===== src/rtl/igp_pkg.sv =====
package igp_pkg;

    localparam int IGP_DATA_W_DEF = 32;
    localparam int IGP_GROUPS_DEF = 4;

    // group owning codeword bit position pos
    function automatic int grp_of(input int pos, input int groups);
        return pos % groups;
    endfunction

endpackage


===== src/rtl/igp_parity_gen.sv =====
module igp_parity_gen #(
    parameter int DW = igp_pkg::IGP_DATA_W_DEF,
    parameter int NG = igp_pkg::IGP_GROUPS_DEF
) (
    input  logic [DW-1:0] data_i,
    output logic [NG-1:0] par_o
);

    for (genvar g = 0; g < NG; g++) begin : g_grp
        always_comb begin
            logic acc;
            acc = 1'b0;
            for (int i = 0; i < DW; i++) begin
                if (igp_pkg::grp_of(i, NG) == g) acc = acc ^ data_i[i];
            end
            par_o[g] = acc;
        end
    end

endmodule


===== src/rtl/igp_encode_stage.sv =====
module igp_encode_stage #(
    parameter int DW = igp_pkg::IGP_DATA_W_DEF,
    parameter int NG = igp_pkg::IGP_GROUPS_DEF,
    localparam int CW = DW + NG
) (
    input  logic          clk,
    input  logic          rst,
    input  logic          valid_i,
    input  logic [DW-1:0] data_i,
    output logic          valid_o,
    output logic [CW-1:0] word_o
);

    logic [NG-1:0] par;

    igp_parity_gen #(.DW(DW), .NG(NG)) u_gen (
        .data_i (data_i),
        .par_o  (par)
    );

    always_ff @(posedge clk) begin
        if (rst) begin
            valid_o <= 1'b0;
            word_o  <= '0;
        end else begin
            valid_o <= valid_i;
            if (valid_i) word_o <= {par, data_i};
        end
    end

    AST_ENC_DATA_PASS: assert property (@(posedge clk) disable iff (rst)
        valid_i |=> (word_o[DW-1:0] == $past(data_i)));

    AST_ENC_HOLD: assert property (@(posedge clk) disable iff (rst)
        !valid_i |=> $stable(word_o));

endmodule


===== src/rtl/igp_check_stage.sv =====
module igp_check_stage #(
    parameter int DW = igp_pkg::IGP_DATA_W_DEF,
    parameter int NG = igp_pkg::IGP_GROUPS_DEF,
    localparam int CW = DW + NG
) (
    input  logic          clk,
    input  logic          rst,
    input  logic          valid_i,
    input  logic [CW-1:0] word_i,
    output logic          valid_o,
    output logic          err_o,
    output logic [NG-1:0] grp_o
);

    logic [NG-1:0] recomputed;
    logic [NG-1:0] syndrome;

    igp_parity_gen #(.DW(DW), .NG(NG)) u_gen (
        .data_i (word_i[DW-1:0]),
        .par_o  (recomputed)
    );

    assign syndrome = recomputed ^ word_i[CW-1:DW];

    always_ff @(posedge clk) begin
        if (rst) begin
            valid_o <= 1'b0;
            err_o   <= 1'b0;
            grp_o   <= '0;
        end else begin
            valid_o <= valid_i;
            err_o   <= valid_i && (syndrome != '0);
            grp_o   <= valid_i ? syndrome : '0;
        end
    end

    AST_CHK_IDLE_CLEAR: assert property (@(posedge clk) disable iff (rst)
        !valid_i |=> (!err_o && grp_o == '0));

endmodule


===== src/rtl/igp_encoder.sv =====
module igp_encoder #(
    parameter int DATA_W = igp_pkg::IGP_DATA_W_DEF,
    parameter int GROUPS = igp_pkg::IGP_GROUPS_DEF,
    localparam int CODE_W = DATA_W + GROUPS
) (
    input  logic              clk,
    input  logic              rst,
    input  logic              enc_valid_i,
    input  logic [DATA_W-1:0] enc_data_i,
    output logic              enc_valid_o,
    output logic [CODE_W-1:0] enc_word_o,
    input  logic              chk_valid_i,
    input  logic [CODE_W-1:0] chk_word_i,
    output logic              chk_valid_o,
    output logic              chk_err_o,
    output logic [GROUPS-1:0] chk_grp_o
);

    igp_encode_stage #(.DW(DATA_W), .NG(GROUPS)) u_enc (
        .clk     (clk),
        .rst     (rst),
        .valid_i (enc_valid_i),
        .data_i  (enc_data_i),
        .valid_o (enc_valid_o),
        .word_o  (enc_word_o)
    );

    igp_check_stage #(.DW(DATA_W), .NG(GROUPS)) u_chk (
        .clk     (clk),
        .rst     (rst),
        .valid_i (chk_valid_i),
        .word_i  (chk_word_i),
        .valid_o (chk_valid_o),
        .err_o   (chk_err_o),
        .grp_o   (chk_grp_o)
    );

    AST_ENC_VALID_FOLLOW: assert property (@(posedge clk) disable iff (rst)
        enc_valid_i |=> enc_valid_o);

    AST_ENC_VALID_DROP: assert property (@(posedge clk) disable iff (rst)
        !enc_valid_i |=> !enc_valid_o);

    AST_CHK_VALID_FOLLOW: assert property (@(posedge clk) disable iff (rst)
        chk_valid_i |=> chk_valid_o);

    AST_RESET_QUIET: assert property (@(posedge clk)
        $past(rst) |-> (!enc_valid_o && !chk_valid_o && !chk_err_o));

endmodule


===== config.mk =====
export PLATFORM = sky130hd
export DESIGN_NAME = igp_encoder
export DESIGN_NICKNAME = d
export VERILOG_FILES = /design/src/rtl/igp_pkg.sv /design/src/rtl/igp_parity_gen.sv /design/src/rtl/igp_encode_stage.sv /design/src/rtl/igp_check_stage.sv /design/src/rtl/igp_encoder.sv
export SDC_FILE = /design/constraint.sdc
export NUM_CORES = 1
export LEC_CHECK = 0
export ABC_AREA = 0
export CORE_MARGIN = 8
export CORE_UTILIZATION = 38
export DETAILED_ROUTE_END_ITERATION = 16
export PLACE_DENSITY = 0.81
export SYNTH_ARGS = -nofsm -noshare
export SYNTH_HDL_FRONTEND = slang
export SYNTH_SLANG_ARGS = --single-unit

===== constraint.sdc =====
create_clock -name clk -period 1.9 [get_ports clk]
set_clock_uncertainty 0.05 [all_clocks]
set_input_delay 0.475 -clock clk [delete_from_list [all_inputs] [get_ports clk]]
set_output_delay 0.475 -clock clk [all_outputs]
set_load 0.05 [all_outputs]

==> impl_metrics.csv, run 1 <==
group,metric,value,unit
worst_setup_path,required_time_reported_for_the_critical_path_endpoint,2010,ps
cts,clk_root_buffer_cell,"sky130_fd_sc_hd__clkbuf_8",
timing,timing.final.max_slew_violations,0,
cts,cts.sink_count,43,
routing,antenna_violating_nets_post_route,0,
worst_setup_path,cp_slowest_cell,"sky130_fd_sc_hd__clkdlybuf4s50_1",
cts,tritoncts,"built",
logic_synthesis,netlist_area,0.00197,sq mm
logic_synthesis,post_synth_inst_count,188,
finish,finish.utilization,0.636,
timing,actual_transition_at_the_worst_max_transition_pin,280,ps
routing,drt_drc_violations_left,0,
pwr,p_int,1.70,mW
pwr,power_density,789,mW/mm^2
finish,num-nets-final,375,
hold_path,hold_depth,2,
floorplan,placeableCoreArea,0.00504,sq mm
cts,post_cts.resized_instances,0,
floorplan,floorplan.die.width,88.0,um
grt,initial_antenna_violation_count,0,
finish,num_antenna_cells,0,
hold_path,min_path_type,"reg2reg",
grt,global_route_wire_length_before_repair,8.55,mm
worst_setup_path,endpoint_of_the_lowest_slack_register_to_register_path,"u_enc.word_o[34]",
worst_setup_path,reg2reg_setup_slack,1190,ps
hold_path,min-delay-start,"u_enc.word_o[32]",
logic_synthesis,yosys.cell_types.count,14,
cts,cts.clk_slew.worst_paths,80,ps
routing,post_drt_via_cell_ratio,4.39,
grt,grtUsageTotal,0.142,
placement,io_buffer_count,114,
placement,hpwl_after_detailed_placement,4.40,mm
timing,final.period_utilization,0.935,
cts,clockBufferDepth,2,
worst_setup_path,ff2ff_path_depth,2,
pwr,share_clk_of_total_power,0.247,
hold_path,whs_endpoint,"u_enc.word_o[32]",
pwr,total_power,2.53,mW
logic_synthesis,yosysWarnings,0,
timing,final_hold_viol_count,0,
floorplan,fp.dieH,88.0,um
floorplan,dieArea,0.00775,sq mm
routing,routed-via-count,1643,
worst_setup_path,critPathMaxStageDelay,470,ps
worst_setup_path,worstSetupPathType,"in2reg",
run,cap_violations,0,
outcome,outcome,"completed",
pwr,vdd_drop_max,0.363,mV
cts,post-cts-setup-buffer-count,0,
finish,synthToLayoutAreaGrowth,62.7,%
logic_synthesis,number_of_register_bits_inferred_by_synthesis,43,
cts,cts_made_buffers,5,
grt,grt_pass1_vias,1774,
worst_setup_path,rr_startpoint,"u_enc.word_o[34]",
finish,fill_cells,453,
routing,first_iter_violations,66,
routing,detail_route.wirelength,5.36,mm
worst_setup_path,timing.critical_path.cells,"clkdlybuf4s50_1 -> xor2_1 -> xnor3_1 -> xnor2_1 -> a41oi_1",
worst_setup_path,path_max_fanout,2,
worst_setup_path,category_of_the_worst_setup_path_capture_point,"flop",
routing,drt_pre_antenna_iters,4,
placement,gp_routability_congestion,0.718,
cts,hold_buffers,0,
routing,wire_per_inst,14.3,um
cts,ctsHtreeMaxLevel,2,
logic_synthesis,synth.net_count,260,
pwr,p_seq_frac,0.396,
grt,grt.overflow.total,0,
timing,rsz0062_at_grt,"no",
worst_setup_path,critPathArrivalTime,1890,ps
floorplan,initial_utilization,0.391,
pwr,power_switching,0.833,mW
timing,count_of_final_setup_violators,0,
timing,max_clock_freq,563,MHz
pwr,share_comb_of_total_power,0.358,
timing,finalCriticalPeriod,1780,ps
cts,clock_latency,280,ps
worst_setup_path,startpoint_type,"input port",
finish,post_route_cells_drive_above_1_share,0.181,
grt,grt_start_max_net_pins,38,
pwr,p_sw_frac,0.329,
timing,maxSlewHeadroom,0.813,
pwr,power.static_leakage,1.40,nW
floorplan,num_io_pins,115,
logic_synthesis,synth-seq-area-share,0.437,
floorplan,core.rowCount,26,
logic_synthesis,synth_area_per_cell,10.5,sq um
==> layout by cell type (no fill, tap or decap) <==
| cell | count |
|---|---|
| sky130_fd_sc_hd__buf_4 | 43 |
| sky130_fd_sc_hd__nand2b_1 | 1 |
| sky130_fd_sc_hd__clkdlybuf4s50_1 | 70 |
| sky130_fd_sc_hd__nor2b_1 | 1 |
| sky130_fd_sc_hd__clkinv_4 | 1 |
| sky130_fd_sc_hd__clkbuf_8 | 6 |
| sky130_fd_sc_hd__nor2_1 | 40 |
| sky130_fd_sc_hd__a41oi_1 | 1 |
| sky130_fd_sc_hd__a211oi_1 | 4 |
| sky130_fd_sc_hd__buf_12 | 3 |
| sky130_fd_sc_hd__buf_2 | 1 |
| sky130_fd_sc_hd__clkinvlp_4 | 1 |
| sky130_fd_sc_hd__xor2_1 | 8 |
| sky130_fd_sc_hd__mux2i_1 | 32 |
| sky130_fd_sc_hd__xnor3_1 | 4 |
| sky130_fd_sc_hd__xnor2_1 | 44 |
| sky130_fd_sc_hd__inv_1 | 1 |
| sky130_fd_sc_hd__dfxtp_1 | 43 |
==> per-layer routing <==
layer / vias to the layer above / track usage / wire length (um)
li1: 843 / - / -
met1: 731 / 0.153 / 2110
met2: 63 / 0.236 / 2670
met3: 6 / 0.0638 / 490
met4: 0 / 0.0568 / 85
met5: - / 0 / 0
==> logic make-up (layout without fill, tap and decap cells) <==
| family | after synthesis | count (layout) | share of synthesized area |
|---|---|---|---|
| XOR/XNOR | 56 | 56 | 0.277 |
| multiplexers | 32 | 32 | 0.163 |
| buffers and inverters | 10 | 126 | 0.0216 |
| flip-flops | 43 | 43 | 0.437 |
| AND/OR/NAND/NOR | 42 | 42 | 0.0825 |
| AO/OA/AOI/OAI | 5 | 5 | 0.0197 |
==> through the flow <==
stage	instances	instance area (sq um)	setup TNS [ps]	hold WS, ps	setup WS (ps)
6_report	374	3210	0	438	123
5_1_grt	374	3210	0	472	29.6
4_1_cts	374	3210	0	441	96.8
3_5_place_dp	366	3110	-576	430	-206
3_3_place_gp	366	3110	-439	424	-180
2_1_floorplan	188	1970	0	572	398
==> Yosys cell counts <==
| library cell | instances | share of area |
|---|---|---|
| sky130_fd_sc_hd__xor2_1 | 8 | 0.036 |
| sky130_fd_sc_hd__a211oi_1 | 4 | 0.015 |
| sky130_fd_sc_hd__nand2b_1 | 1 | 0.0032 |
| sky130_fd_sc_hd__clkbuf_1 | 2 | 0.0038 |
| sky130_fd_sc_hd__inv_1 | 1 | 0.0019 |
| sky130_fd_sc_hd__xnor3_1 | 4 | 0.046 |
| sky130_fd_sc_hd__buf_1 | 3 | 0.0057 |
| sky130_fd_sc_hd__buf_2 | 4 | 0.010 |
| sky130_fd_sc_hd__dfxtp_1 | 43 | 0.44 |
| sky130_fd_sc_hd__xnor2_1 | 44 | 0.20 |
| sky130_fd_sc_hd__a41oi_1 | 1 | 0.0044 |
| sky130_fd_sc_hd__nor2_1 | 40 | 0.076 |
| sky130_fd_sc_hd__nor2b_1 | 1 | 0.0032 |
| sky130_fd_sc_hd__mux2i_1 | 32 | 0.16 |
==> worst max-delay path, delay by kind of cell <==
kind	cells	cell delay [ps]
XOR/XNOR	3	800
buffers and inverters	1	470
AO/OA/AOI/OAI	1	140
==> state kept, by name (all words and copies together) (netlist names) <==
register       count
u_chk.valid_o      1
u_enc.word_o      36
u_chk.grp_o        4
u_enc.valid_o      1
u_chk.err_o        1
==> power by group through the flow <==
stage                     Clock [mW]  Sequential [mW]  Combinational, mW
after global placement             0             1.02              0.906
final                          0.624             1.00              0.904
after detailed placement           0             1.02              0.916
after floorplan                    0             1.26              0.332
after CTS                      0.642             1.00              0.918
after global routing           0.690             1.01              0.965
==> cell type report <==
type                       instances  area [sq um]  share of cell area
inverter                           1          3.75             0.00117
clock buffer                       6          82.6              0.0258
multi-input combinational        135          1070               0.333
tap                               70          87.6              0.0273
clock inverter                     2          16.3             0.00507
timing repair buffer             117          1090               0.339
sequential                        43           861               0.268
==> worst max path at each step <==
stage                         from           to  slack [ps]  cells after the start
floorplan           chk_word_i[19]  u_chk.err_o         400                      4
global placement    chk_word_i[15]  u_chk.err_o        -180                      5
detailed placement  chk_word_i[19]  u_chk.err_o        -210                      5
CTS                 chk_word_i[19]  u_chk.err_o         100                      5
global route        chk_word_i[13]  u_chk.err_o          30                      5
finish              chk_word_i[19]  u_chk.err_o         120                      5
No activity file was read; power rests on OpenSTA's default activity.
==> run 2: changes to the inputs <==
Settings changed: ABC_CLOCK_PERIOD_IN_PS set to 1900.
==> results of run 2 <==
The final DEF is identical to that of run 1; final timing and power are the same.
